File: config.mk
export PLATFORM = sky130hd
export DESIGN_NAME = phy_grant_ctrl
export DESIGN_NICKNAME = d
export VERILOG_FILES = /design/src/rtl/phy_grant_pkg.sv /design/src/rtl/pgc_rst_sync.sv /design/src/rtl/pgc_timer.sv /design/src/rtl/pgc_fsm.sv /design/src/rtl/phy_grant_ctrl.sv
export SDC_FILE = /design/constraint.sdc
export NUM_CORES = 1
export LEC_CHECK = 0
export BUFFER_PORTS_ARGS = -buffer_cell sky130_fd_sc_hd__buf_4
export CORE_MARGIN = 2
export CORE_UTILIZATION = 25
export CTS_BUF_LIST = sky130_fd_sc_hd__clkbuf_16
export CTS_CLUSTER_DIAMETER = 30
export DETAILED_ROUTE_END_ITERATION = 10
export PLACE_DENSITY = 0.49
export SYNTH_ARGS = -nofsm -noshare
export SYNTH_HDL_FRONTEND = slang
export SYNTH_HIERARCHICAL = 1
export SYNTH_SLANG_ARGS = --single-unit
File: constraint.sdc
create_clock -name clk -period 1.05 [get_ports clk]
set_clock_uncertainty 0.05 [all_clocks]
set_input_delay 0.315 -clock clk [delete_from_list [all_inputs] [get_ports clk]]
set_output_delay 0.315 -clock clk [all_outputs]
set_load 0.01 [all_outputs]
File: src/rtl/phy_grant_pkg.sv
package phy_grant_pkg;
  typedef enum logic [2:0] {
    ST_REST  = 3'd0,
    ST_ARB   = 3'd1,
    ST_PFX   = 3'd2,
    ST_GRANT = 3'd3,
    ST_GIDLE = 3'd4,
    ST_LINK  = 3'd5,
    ST_GAP   = 3'd6
  } state_t;

  localparam logic [1:0] LNK_IDLE  = 2'b00;
  localparam logic [1:0] LNK_HOLD  = 2'b01;
  localparam logic [1:0] LNK_XMIT  = 2'b10;
  localparam logic [1:0] PHY_IDLE  = 2'b00;
  localparam logic [1:0] PHY_GRANT = 2'b11;
endpackage

File: src/rtl/pgc_rst_sync.sv
module pgc_rst_sync (
  input  logic clk,
  input  logic rst_n,
  output logic rst_n_o
);
  logic s1_q, s2_q;

  always_ff @(posedge clk or negedge rst_n) begin
    if (!rst_n) begin
      s1_q <= 1'b0;
      s2_q <= 1'b0;
    end else begin
      s1_q <= 1'b1;
      s2_q <= s1_q;
    end
  end

  assign rst_n_o = s2_q;
endmodule

File: src/rtl/pgc_timer.sv
module pgc_timer #(
  parameter int W = 5
) (
  input  logic         clk,
  input  logic         rst_n,
  input  logic         load_i,
  input  logic [W-1:0] val_i,
  output logic         zero_o
);
  logic [W-1:0] cnt_q, cnt_d;

  always_comb begin
    cnt_d = cnt_q;
    if (load_i)
      cnt_d = val_i;
    else if (cnt_q != '0)
      cnt_d = cnt_q - 1'b1;
  end

  always_ff @(posedge clk or negedge rst_n) begin
    if (!rst_n) cnt_q <= '0;
    else        cnt_q <= cnt_d;
  end

  assign zero_o = (cnt_q == '0);
endmodule

File: src/rtl/pgc_fsm.sv
module pgc_fsm
  import phy_grant_pkg::*;
#(
  parameter int PFX_NORM = 4,
  parameter int PFX_EXT  = 16,
  parameter int GAP_LEN  = 4,
  parameter int CW       = 5
) (
  input  logic          clk,
  input  logic          rst_n,
  input  logic          lreq_i,
  input  logic          root_iso_i,
  input  logic          arb_won_i,
  input  logic [1:0]    link_ctl_i,
  input  logic          tmr_zero_i,
  output logic          tmr_load_o,
  output logic [CW-1:0] tmr_val_o,
  output state_t        state_o,
  output logic          arb_req_o
);
  state_t state_q, state_d;
  logic   pend_q, pend_d;
  logic   seen_q, seen_d;
  logic   start;

  assign start = lreq_i || pend_q;

  always_comb begin
    state_d    = state_q;
    tmr_load_o = 1'b0;
    tmr_val_o  = '0;
    case (state_q)
      ST_REST: if (start) begin
        if (root_iso_i) begin
          state_d    = ST_PFX;
          tmr_load_o = 1'b1;
          tmr_val_o  = CW'(PFX_EXT - 1);
        end else begin
          state_d = ST_ARB;
        end
      end
      ST_ARB: if (arb_won_i) begin
        state_d    = ST_PFX;
        tmr_load_o = 1'b1;
        tmr_val_o  = CW'(PFX_NORM - 1);
      end
      ST_PFX:   if (tmr_zero_i) state_d = ST_GRANT;
      ST_GRANT: state_d = ST_GIDLE;
      ST_GIDLE: state_d = ST_LINK;
      ST_LINK: begin
        if (link_ctl_i == LNK_IDLE) begin
          state_d = ST_REST;
        end else if (link_ctl_i == LNK_HOLD && seen_q) begin
          state_d    = ST_GAP;
          tmr_load_o = 1'b1;
          tmr_val_o  = CW'(GAP_LEN - 1);
        end
      end
      ST_GAP:   if (tmr_zero_i) state_d = ST_GRANT;
      default:  state_d = ST_REST;
    endcase
  end

  // request queue and data-seen flag
  always_comb begin
    pend_d = pend_q;
    if (state_q == ST_REST) begin
      if (start) pend_d = 1'b0;
    end else if (lreq_i) begin
      pend_d = 1'b1;
    end
    seen_d = seen_q;
    if (state_q == ST_GIDLE)
      seen_d = 1'b0;
    else if (state_q == ST_LINK && link_ctl_i == LNK_XMIT)
      seen_d = 1'b1;
  end

  always_ff @(posedge clk or negedge rst_n) begin
    if (!rst_n) begin
      state_q <= ST_REST;
      pend_q  <= 1'b0;
      seen_q  <= 1'b0;
    end else begin
      state_q <= state_d;
      pend_q  <= pend_d;
      seen_q  <= seen_d;
    end
  end

  assign state_o   = state_q;
  assign arb_req_o = (state_q == ST_ARB);

  assert_no_arb_root_R9: assert property (@(posedge clk) disable iff (!rst_n)
    (state_q == ST_REST && start && root_iso_i) |=> (state_q == ST_PFX && !arb_req_o));

  assert_link_idle_R8: assert property (@(posedge clk) disable iff (!rst_n)
    (state_q == ST_LINK && link_ctl_i == LNK_IDLE) |=> (state_q == ST_REST));

  assert_chain_gap_R7: assert property (@(posedge clk) disable iff (!rst_n)
    (state_q == ST_LINK && link_ctl_i == LNK_HOLD && seen_q) |=> (state_q == ST_GAP));

  assert_queue_kept_R10: assert property (@(posedge clk) disable iff (!rst_n)
    (state_q == ST_LINK && lreq_i) |=> pend_q);
endmodule

File: src/rtl/phy_grant_ctrl.sv
module phy_grant_ctrl
  import phy_grant_pkg::*;
#(
  parameter int PFX_NORM = 4,
  parameter int PFX_EXT  = 16,
  parameter int GAP_LEN  = 4
) (
  input  logic       clk,
  input  logic       rst_n,
  input  logic       lreq_i,
  input  logic       root_iso_i,
  input  logic       arb_won_i,
  output logic       arb_req_o,
  input  logic [1:0] link_ctl_i,
  output logic [1:0] ctl_o,
  output logic       ctl_oe_o,
  output logic [3:0] d_o,
  output logic       d_oe_o,
  output logic       prefix_o,
  output logic       data_on_o
);
  localparam int MAXL = (PFX_EXT > PFX_NORM) ?
                        ((PFX_EXT > GAP_LEN) ? PFX_EXT : GAP_LEN) :
                        ((PFX_NORM > GAP_LEN) ? PFX_NORM : GAP_LEN);
  localparam int CW = $clog2(MAXL + 1);

  logic          rst_n_s;
  logic          tmr_load, tmr_zero;
  logic [CW-1:0] tmr_val;
  state_t        state;

  pgc_rst_sync u_rst (
    .clk     (clk),
    .rst_n   (rst_n),
    .rst_n_o (rst_n_s)
  );

  pgc_timer #(.W(CW)) u_tmr (
    .clk    (clk),
    .rst_n  (rst_n_s),
    .load_i (tmr_load),
    .val_i  (tmr_val),
    .zero_o (tmr_zero)
  );

  pgc_fsm #(
    .PFX_NORM (PFX_NORM),
    .PFX_EXT  (PFX_EXT),
    .GAP_LEN  (GAP_LEN),
    .CW       (CW)
  ) u_fsm (
    .clk        (clk),
    .rst_n      (rst_n_s),
    .lreq_i     (lreq_i),
    .root_iso_i (root_iso_i),
    .arb_won_i  (arb_won_i),
    .link_ctl_i (link_ctl_i),
    .tmr_zero_i (tmr_zero),
    .tmr_load_o (tmr_load),
    .tmr_val_o  (tmr_val),
    .state_o    (state),
    .arb_req_o  (arb_req_o)
  );

  // pin drivers
  always_comb begin
    ctl_oe_o  = (state != ST_LINK);
    d_oe_o    = ctl_oe_o;
    d_o       = 4'b0000;
    ctl_o     = (state == ST_GRANT) ? PHY_GRANT : PHY_IDLE;
    prefix_o  = (state == ST_PFX) || (state == ST_GAP) ||
                (state == ST_LINK && link_ctl_i == LNK_HOLD);
    data_on_o = (state == ST_LINK && link_ctl_i == LNK_XMIT);
  end

  assert_grant_one_cycle_R3: assert property (@(posedge clk) disable iff (!rst_n_s)
    (ctl_oe_o && ctl_o == PHY_GRANT) |=> (ctl_oe_o && ctl_o == PHY_IDLE));

  assert_release_after_grant_R3: assert property (@(posedge clk) disable iff (!rst_n_s)
    (ctl_oe_o && ctl_o == PHY_GRANT) |=> ##1 (!ctl_oe_o && !d_oe_o));

  assert_d_zero_R11: assert property (@(posedge clk) disable iff (!rst_n_s)
    ctl_oe_o |-> (d_oe_o && d_o == 4'b0000));

  assert_link_idle_ctl_R8: assert property (@(posedge clk) disable iff (!rst_n_s)
    (!ctl_oe_o && link_ctl_i == LNK_IDLE) |=> (ctl_oe_o && ctl_o == PHY_IDLE));
endmodule

==> results of run 1 <==
==> placed cells by master (no fill, tap or decap), types with 2 or more instances in the layout <==
cell type | Yosys | routed
buf_4 | 10 | 40
buf_6 | 1 | 7
clkbuf_16 | 0 | 3
conb_1 | 3 | 6
dfrtp_1 | 12 | 10
dfrtp_2 | 0 | 2
inv_1 | 6 | 4
inv_2 | 1 | 3
mux2_4 | 2 | 2
mux2i_1 | 2 | 2
nand2_1 | 9 | 8
nand4b_1 | 2 | 2
nor2_1 | 6 | 4
nor2b_4 | 1 | 2
nor3_1 | 5 | 3
nor3_2 | 0 | 2
o211ai_2 | 2 | 2
o21ai_0 | 3 | 2
o21ai_1 | 1 | 2
o21ai_2 | 2 | 2
o31ai_1 | 5 | 3
o31ai_2 | 0 | 2
xnor2_1 | 3 | 3
==> worst reg2reg max path, stage by stage (launching register included) <==
cell	delay [ns]
dfrtp_2	0.41
buf_12	0.13
nand2b_4	0.14
or2_1	0.23
a211oi_2	0.22
buf_6	0.18
nand2_1	0.08
o31ai_2	0.08
==> registers in the layout (all words and copies together), names as in the netlist <==
name	flops
u_rst/rst_n_o	1
u_fsm/seen_q	1
u_fsm/pend_q	1
u_tmr/cnt_q	5
u_fsm/state_o	3
u_rst/s1_q	1
==> stage by stage <==
| stage | hold WS, ns | instances | power (mW) |
|---|---|---|---|
| 3_3_place_gp | 0.0488 | 169 | 2.88 |
| 2_1_floorplan | -0.0306 | 96 | 2.21 |
| 3_5_place_dp | 0.0493 | 169 | 2.92 |
| 6_report | 0.122 | 180 | 4.04 |
| 5_1_grt | 0.163 | 180 | 4.33 |
| 4_1_cts | 0.143 | 176 | 3.89 |
==> cell families (layout without fill, tap and decap cells) <==
logic type / Yosys count / after routing / share of synthesized area
AO/OA/AOI/OAI: 17 / 17 / 0.149
XOR/XNOR: 3 / 3 / 0.0301
multiplexers: 5 / 5 / 0.0703
AND/OR/NAND/NOR: 31 / 31 / 0.234
adder cells (fa/ha/maj): 1 / 1 / 0.0143
flip-flops: 12 / 12 / 0.344
buffers and inverters: 21 / 59 / 0.145
other: 3 / 6 / 0.0129
==> routing by layer <==
metal,track usage,vias up
li1,-,386
met1,0.109,337
met2,0.194,12
met3,0.0179,2
met4,0.0333,0
met5,0,-
==> repair_timing <==
action | in CTS | in global routing
pin swaps | 3 | 1
endpoints found under the hold margin | 2 | 0
endpoints found under the setup margin | 17 | 17
buffers inserted | 3 | 4
hold buffers | 1 | 0
gates resized for setup | 16 | 4
==> worst paths after layout <==
kind                                       start               end
worst max register to register  u_fsm/state_o[2]    u_tmr/cnt_q[2]
worst min register to register     u_rst/rst_n_o    u_tmr/cnt_q[3]
max in group asynchronous          u_rst/rst_n_o  u_fsm/state_o[1]
worst min-delay path               u_rst/rst_n_o    u_tmr/cnt_q[3]
worst max-delay path            u_fsm/state_o[2]    u_tmr/cnt_q[2]
min in group clk                      u_rst/s1_q     u_rst/rst_n_o
==> layout make-up <==
class / instances / area share
repair buffers: 49 / 0.290
clock buffers: 3 / 0.0532
flip-flops and latches: 12 / 0.215
multi-input cells: 63 / 0.382
inverters: 7 / 0.0186
well taps: 46 / 0.0408
==> power by group through the flow <==
stage	combinational [mW]	clock [mW]	sequential (mW)
CTS	2.31	0.687	0.889
floorplan	1.38	0	0.830
global placement	2.01	0	0.871
finish	2.51	0.664	0.862
global route	2.73	0.713	0.889
detailed placement	2.05	0	0.868
==> results.md, run 1 <==
* Die ar. at 0.00398 mm2
* Post-synth cell types at 34
* Share of layout cells above drive strength 1 at 0.597
* Post-route ant nets at 0
* Design area at 0.00141 mm2
* Outcome: finished with violations
* Number of fill cells at about 330
* Flops & latches, synth at 12
* Violated checks: negative setup slack
* Top layer in use: met4
* Critical Path RT at 1.13 ns
* Reg2Reg Depth at 7
* Sequential element share of the synthesized area at 0.344
* Crit path arrival time at 1.71 ns
* Post-synth top cells: dfrtp_1 (12), buf_4 (10), nand2_1 (9)
* Net Sw Power at 1.41 mW
* Post-DP HPWL at about 1400 um
* Pwr Density at 2870 mW/mm2
* WL met3 at 50 um
* Register area at 303 um2
* Sw Ratio at 0.348
* Routed wl met2 at 1060 um
* Die Wd at ~63 um
* Leakage at ~0.66 nW
* Routability Congestion at 0.814
* Final wirelength at 1930 um
* Area after DPL at 0.00117 mm2
* Number of port buffers at 13
* Final number of setup-violating endpoints at 16
* Comb power frac at 0.622
* Starting Density at 0.261
* Tcrit/Tclk final at 1.55
* Post-Syn Instances at 93
* First-pass GRT wire length at 3140 um
* Core ar. at 0.00334 mm2
* CTS max path bufs at 2
* Hold Fails Final Rpt at 0
* Slowest CP cell: dfrtp_2
* CTS buffer count at 3
* Antenna Cells at 0
* Worst min path class: reg -> async
* Setup WS post-layout at -0.576 ns
* Dpl ws at -0.473 ns
* Vias per inst at 4.09
* Pint at 2.63 mW
* RSZ-0062 raised after global routing: yes
* DRC violations left at 0
* # Max-Cap Violations at 0
* Die H at 63.1 um
* Post-Route M1 WL at 809 um
* CTS sink count at 12
* Initial antenna violation count at 0
* Ys flop type: dfrtp_1
* CP Buf/Inv Count at 2
* Area Growth Syn to Fin at 61.7%
* Clk pwr share at 0.164
* Worst Setup End Kind: flip-flop
* Iter 0 DRT Violations at 15
* R2R setup slack at -0.58 ns
* Nets at 144
* VDD IR max at between 1.5 and 2 mV
* Syn. warnings at 6
* CP Cell Sequence: buf_12 > nand2b_4 > or2_1 > a211oi_2 > buf_6 > nand2_1 > o31ai_2
* WP depth at 7
* Post-synth EDFFs at 0
* Critical path's top delay family: simple AND/OR/NAND/NOR gates
* Post-DR wirelength/cell at 10.7 um
* Setup crit start kind: flip-flop
* CTS tree: yes
* Fin. max-slew vios at 0
* Max incr delay on CP at 0.41 ns
* FMAX at about 600 MHz
* Number of global-route vias before repair at 720
* Gr ovfl total at 0
* Multi-input logic area at 539 um2
* Drt first pass iters at 3
* Skew-Pair Late Insertion Delay at 0.23 ns
* Gr usage total at 0.101
* H-tree depth at 1
* Vias at roughly 740
* CP max FO at 12
* Dominant cell type by area after synthesis: dfrtp_1
* Largest net degree at the start of global routing at 13
* Critical setup path kind: reg -> reg
* Asr flop ratio synth at 1.00
* Num ports at 18
* Syn Area/Cell at 9.38 um2
* Reg power frac at 0.213
* Synth top area share at 0.344
* # rows at 21
* Netlist Area Pre-Place at 872 um2
* Worst-path clk slew at 0.04 ns
* Top-count cell post-synth: dfrtp_1
* Clock root cell: clkbuf_16
* Period minus WS final at 1.63 ns
* Total negative slack at -7.50 ns
* Fin util at 0.423
* Synth area leaders: dfrtp_1 (34%), buf_4 (8.6%), o31ai_1 (4.3%), nand2_1 (3.9%), mux2_4 (3.4%)
No activity file was read; power rests on OpenSTA's default activity.
==> run 2, diff against run 1 <==
Settings changed: CAP_MARGIN from default to 20, PLACE_DENSITY 0.49 to default.
==> run 2 against run 1 <==
The run still ends with negative setup slack left. Final cell count grew 2.2%. Core utilization grew 4.2 points. Count of clock-buffer cells in the layout is the same. Hold slack gained 0.0080 ns. Flip-flop and latch count is the same. Global-route usage grew 2.5 points. Cell area grew 10%.
==> results.md, run 2 (same netlist as run 1, synthesis figures left out) <==
* Number of global-route vias before repair at 862 (+20%)
* RSZ-0062 raised after global routing: yes
* Die Wd at 63.1 um (unchanged)
* FMAX at 633 MHz (+2.9%)
* CTS max path bufs at 2 (unchanged)
* CP max FO at 6 (-6)
* Initial antenna violation count at 0 (unchanged)
* Share of layout cells above drive strength 1 at 0.674 (+0.0769)
* Period minus WS final at 1.58 ns (-0.0461 ns)
* Pint at 3.01 mW (+14%)
* Reg power frac at 0.185 (-0.028)
* Net Sw Power at 1.77 mW (+26%)
* Hold Fails Final Rpt at 0 (unchanged)
* Setup crit start kind: flip-flop
* Final wirelength at 2560 um (+32%)
* Design area at 0.00155 mm2 (+10%)
* Clk pwr share at 0.150 (-0.014)
* Core ar. at 0.00334 mm2 (unchanged)
* Crit path arrival time at 1.67 ns (-0.04 ns)
* Critical Path RT at 1.14 ns (about the same)
* Vias at 841 (+14%)
* Pwr Density at 3080 mW/mm2 (+7.4%)
* Sw Ratio at 0.370 (+0.0223)
* Clock root cell: clkbuf_16
* CTS buffer count at 3 (unchanged)
* Worst min path class: reg -> async
* Worst-path clk slew at 0.04 ns (about the same)
* First-pass GRT wire length at 3820 um (+22%)
* Largest net degree at the start of global routing at 13 (unchanged)
* VDD IR max at 0.750 mV (-60%)
* Gr usage total at 0.126 (+0.0252)
* Fin. max-slew vios at 0 (unchanged)
* Area Growth Syn to Fin at 77.9%
* Max FFs per register at 5 (unchanged)
* Post-route ant nets at 0 (unchanged)
* Most frequent cells in the layout: buf_4 (36), buf_6 (12), dfrtp_1 (10)
* Antenna Cells at 0 (unchanged)
* Area after DPL at 0.00114 mm2 (-2.8%)
* Number of port buffers at 13 (unchanged)
* Outcome: finished with violations
* Gr ovfl total at 0 (unchanged)
* Number of fill cells at 316 (-3.1%)
* Critical setup path kind: reg -> reg
* # rows at 21 (unchanged)
* Tcrit/Tclk final at 1.50 (-0.0439)
* Num ports at 18 (unchanged)
* Final number of setup-violating endpoints at 16 (unchanged)
* Die H at 63.1 um (unchanged)
* H-tree depth at 1 (unchanged)
* CTS sink count at 12 (unchanged)
* CTS tree: yes
* Die ar. at 0.00398 mm2 (unchanged)
* Leakage at 0.724 nW (+9.2%)
* Routability Congestion at 0.871 (+7.0%)
* Register area at 303 um2 (unchanged)
* # Max-Cap Violations at 0 (unchanged)
* Worst Setup End Kind: flip-flop
* Starting Density at 0.261 (unchanged)
* Skew-Pair Late Insertion Delay at 0.25 ns (+0.02 ns)
* Final hold slack at 0.130 ns (+0.00802 ns)
* Post-DP HPWL at 1460 um (+1.9%)
* Nets at 147 (+2.1%)
* Leading cell type in the layout, fill and taps excluded: buf_4
* DRC violations left at 0 (unchanged)
* Violated checks: negative setup slack
* Comb power frac at 0.665 (+0.043)
* Post-DR wirelength/cell at 13.9 um (+29%)
* Setup WS post-layout at -0.529 ns (+0.0461 ns)
* Total negative slack at -6.77 ns (+0.731 ns)
* Biggest register: u_tmr/cnt_q
* Vias per inst at 4.57 (+12%)
* Iter 0 DRT Violations at 17 (+2)
* Multi-input logic area at 613 um2 (+14%)
* Drt first pass iters at 5 (+2)
-- run 2: cell type report --
cell class	count	share of cell area
Clock buffer	3	0.0484
Clock inverter	1	0.00242
Inverter	7	0.0185
Multi-Input combinational cell	63	0.395
Sequential cell	12	0.195
Tap cell	46	0.0371
Timing Repair Buffer	52	0.303
-- run 2: worst max-delay path: stages, from the launching register on --
cell,delay [ns]
dfrtp_1,0.41
nand2b_4,0.17
or2_4,0.25
a211oi_4,0.28
buf_6,0.18
nand2_2,0.05
o31ai_1,0.08
-- run 2: power by group through the flow --
stage	Combinational [mW]	Clock [mW]	Sequential (mW)
detailed placement	1.97	0	0.891
finish	3.18	0.716	0.882
floorplan	1.38	0	0.830
global route	3.38	0.750	0.907
global placement	1.89	0	0.894
CTS	2.51	0.728	0.857
-- run 2: timing repair --
action,in CTS,in global routing
gates resized for setup,20,30
endpoints found under the setup margin,17,17
setup buffers,7,8
pin swaps,2,11
gates cloned,0,1
hold buffers,1,0
hold endpoints to repair,2,0
-- run 2: path summary, 6_finish.rpt --
check	start	end	slack, ns	cells past startpoint
min in group clk	u_rst/s1_q	u_rst/rst_n_o	0.30	0
hold / removal	u_rst/rst_n_o	u_fsm/state_o[2]	0.13	0
hold reg to reg	u_rst/rst_n_o	u_fsm/state_o[2]	0.13	0
max in group asynchronous	u_rst/rst_n_o	u_fsm/state_o[1]	0.49	0
setup / recovery	u_fsm/state_o[2]	u_tmr/cnt_q[2]	-0.53	6
setup reg to reg	u_fsm/state_o[2]	u_tmr/cnt_q[2]	-0.53	6
-- run 2: layer usage --
| layer | routed length (um) | GRT usage | vias up |
|---|---|---|---|
| met4 | 63 | 0.0750 | 0 |
| met2 | 1370 | 0.230 | 24 |
| met5 | 0 | 0 | - |
| met3 | 86 | 0.0286 | 5 |
| met1 | 1040 | 0.130 | 426 |
| li1 | - | - | 386 |
-- run 2: stage by stage --
step / cells / power [mW] / util / setup WS (ns)
floorplan: 96 / 2.21 / - / -0.579
global placement: 163 / 2.79 / 0.342 / -0.424
detailed placement: 163 / 2.86 / 0.342 / -0.454
CTS: 175 / 4.09 / 0.409 / -0.501
global route: 184 / 5.04 / 0.465 / -0.588
finish: 184 / 4.77 / 0.465 / -0.529
==> run 3, diff against run 2 <==
Settings changed: CELL_PAD_IN_SITES_DETAIL_PLACEMENT from default to 1, CELL_PAD_IN_SITES_GLOBAL_PLACEMENT from default to 1, PLACE_DENSITY_LB_ADDON from default to 0.1, RECOVER_POWER from default to 50.
==> run 3 against run 2 <==
The flow still finishes with violations (negative setup slack). Flip-flop and latch count unchanged. Core utilization shrank 4.0 points. Sequential share of layout area is 1.9 points higher. Count of clock-buffer cells in the layout did not move. Hold slack got worse by 0.012 ns. First-iteration DRC count shrank 47%. Final cell count shrank 3.8%. Setup slack improved by 0.0065 ns. Clock power fell by 3.1%. Global-route usage rose by 0.34 points. Register-to-register slack gained 0.02 ns. Critical endpoint is now data_on_o.
==> results.md, run 3 (same netlist as run 1, synthesis figures left out) <==
* Outcome: finished with violations
* Violated checks: negative setup slack
* Pwr Density at 3000 mW/mm2 (-2.6%)
* Worst Setup End Kind: output pin
* Die Wd at 63.1 um (unchanged)
* Setup WS post-layout at -0.523 ns (+0.00650 ns)
* Number of port buffers at 13 (unchanged)
* Final number of setup-violating endpoints at 17 (+1)
* R2R setup slack at -0.51 ns (+0.02 ns)
* Leading cell type in the layout, fill and taps excluded: buf_4
* Post-route ant nets at 0 (unchanged)
* Die ar. at 0.00398 mm2 (unchanged)
* Reg2Reg Depth at 6 (unchanged)
* Routability Congestion at 0.725 (-17%)
* Crit path arrival time at 1.21 ns (-0.46 ns)
* Starting Density at 0.261 (unchanged)
* Initial antenna violation count at 0 (unchanged)
* Die H at 63.1 um (unchanged)
* CTS tree: yes
* Post-DR wirelength/cell at 13.0 um (-6.7%)
* Post-DP HPWL at 1710 um (+17%)
* Design area at 0.00142 mm2 (-8.6%)
* Share of layout cells above drive strength 1 at 0.634 (-0.0403)
* Gr ovfl total at 0 (unchanged)
* Core ar. at 0.00334 mm2 (unchanged)
* CP Buf/Inv Count at 2 (+1)
* Number of fill cells at 388 (+23%)
* Area after DPL at 0.00112 mm2 (-1.8%)
* CTS buffer count at 3 (unchanged)
* VDD IR max at 1.24 mV (+66%)
* Hold Fails Final Rpt at 0 (unchanged)
* Critical path's top delay family: flip-flops
* Gr usage total at 0.129 (+0.00336)
* # rows at 21 (unchanged)
* Area Growth Syn to Fin at 62.6%
* Worst min path class: reg -> async
* FMAX at 636 MHz (+0.41%)
* # Max-Cap Violations at 0 (unchanged)
* Max FFs per register at 5 (unchanged)
* CTS max path bufs at 2 (unchanged)
* Setup crit start kind: flip-flop
* Most frequent cells in the layout: buf_4 (33), buf_6 (10), dfrtp_1 (9)
* Final wirelength at 2300 um (-10%)
* Reg2reg start: u_fsm/state_o[2]
* Slowest CP cell: dfrtp_2
* CP Cell Sequence: buf_6 > nand3b_4 > nor3b_4 > buf_4
* RSZ-0062 raised after global routing: yes
* Worst-path clk slew at 0.05 ns (about the same)
* Drt first pass iters at 2 (-3)
* WP depth at 4 (-2)
* Number of global-route vias before repair at 815 (-5.5%)
* CTS sink count at 12 (unchanged)
* Non-Filler Instances at 177 (-3.8%)
* Multi-input logic area at 569 um2 (-7.1%)
* Leakage at 0.657 nW (-9.3%)
* Num ports at 18 (unchanged)
* Tcrit/Tclk final at 1.50 (-0.00619)
* Period minus WS final at 1.57 ns (-0.00650 ns)
* Placed Instances at 162 (-0.61%)
* Critical Path RT at 0.68 ns (-0.46 ns)
* Post-Route M1 WL at 1070 um (+3.6%)
* Skew-Pair Late Insertion Delay at 0.24 ns (about the same)
* WL met3 at 67 um (-22%)
* Biggest register: u_tmr/cnt_q
* First-pass GRT wire length at 4050 um (+6.0%)
* Clock root cell: clkbuf_16
* Largest net degree at the start of global routing at 11 (-2)
* Iter 0 DRT Violations at 9 (-8)
* Critical setup path kind: reg -> out
* FF-to-FF End: u_tmr/cnt_q[2]
* Nets at 140 (-4.8%)
* Antenna Cells at 0 (unchanged)
* H-tree depth at 1 (unchanged)
* Top layer in use: met3
* DRC violations left at 0 (unchanged)
* Fin. max-slew vios at 0 (unchanged)
* Vias per inst at 4.34 (-4.9%)
* CP max FO at 8 (+2)
* Vias at 769 (-8.6%)
* Max incr delay on CP at 0.43 ns (+0.02 ns)
* Routed wl met2 at 1160 um (-16%)
* Register area at 304 um2 (+0.41%)
==> run 3: changes by cell type in the layout (fill, tap and decap cells not counted), moves of 2 or more <==
cell	before	now
o21ai_2	2	5
buf_4	36	33
buf_12	2	0
buf_6	12	10
o21ai_4	2	0
nor2_1	3	5
==> run 3: layout make-up <==
type,instances,share of cell area
clock buffers,3,0.0530
clock inverters,1,0.00265
inverters,7,0.0238
multi-input cells,63,0.402
flip-flops and latches,12,0.214
well taps,46,0.0406
repair buffers,45,0.264
==> run 3: per-layer routing <==
layer / global-route usage / vias to the layer above
met5: 0 / -
li1: - / 373
met2: 0.210 / 14
met1: 0.178 / 382
met4: 0.0167 / 0
met3: 0.0321 / 0
==> run 3: what timing repair did <==
action | in CTS | in global routing
setup endpoints to repair | 17 | 17
hold buffers | 1 | 0
gates cloned | 1 | 0
gates resized for setup | 28 | 13
pin swaps | 4 | 4
setup buffers | 7 | 4
hold endpoints to repair | 2 | 0
==> run 3: how the worst max path moves through the flow <==
stage	start	endpoint	slack (ns)
2_1_floorplan	u_fsm/state_o[2]	u_tmr/cnt_q[2]	-0.58
4_1_cts	u_fsm/state_o[2]	data_on_o	-0.54
3_5_place_dp	u_tmr/cnt_q[0]	u_tmr/cnt_q[1]	-0.49
6_report	u_fsm/state_o[2]	data_on_o	-0.52
3_3_place_gp	u_tmr/cnt_q[0]	u_fsm/state_o[2]	-0.49
5_1_grt	u_fsm/state_o[2]	data_on_o	-0.59
==> run 3: where the power goes <==
| part | total [mW] | internal (mW) | switching [mW] |
|---|---|---|---|
| combinational | 2.68 | 1.50 | 1.18 |
| clock | 0.694 | 0.501 | 0.193 |
| sequential | 0.871 | 0.667 | 0.204 |
==> run 3: per-stage QoR <==
| stage | power [mW] | util | hold slack [ns] | setup TNS [ns] | setup WS (ns) |
|---|---|---|---|---|---|
| after CTS | 4.01 | 0.401 | 0.144 | -7.30 | -0.539 |
| final | 4.25 | 0.425 | 0.118 | -7.20 | -0.523 |
| after global placement | 2.81 | 0.336 | 0.0476 | -5.93 | -0.494 |
| after global routing | 4.61 | 0.425 | 0.173 | -8.29 | -0.587 |
| after floorplan | 2.21 | - | -0.0306 | -4.44 | -0.579 |
| after detailed placement | 2.84 | 0.336 | 0.0486 | -6.18 | -0.494 |
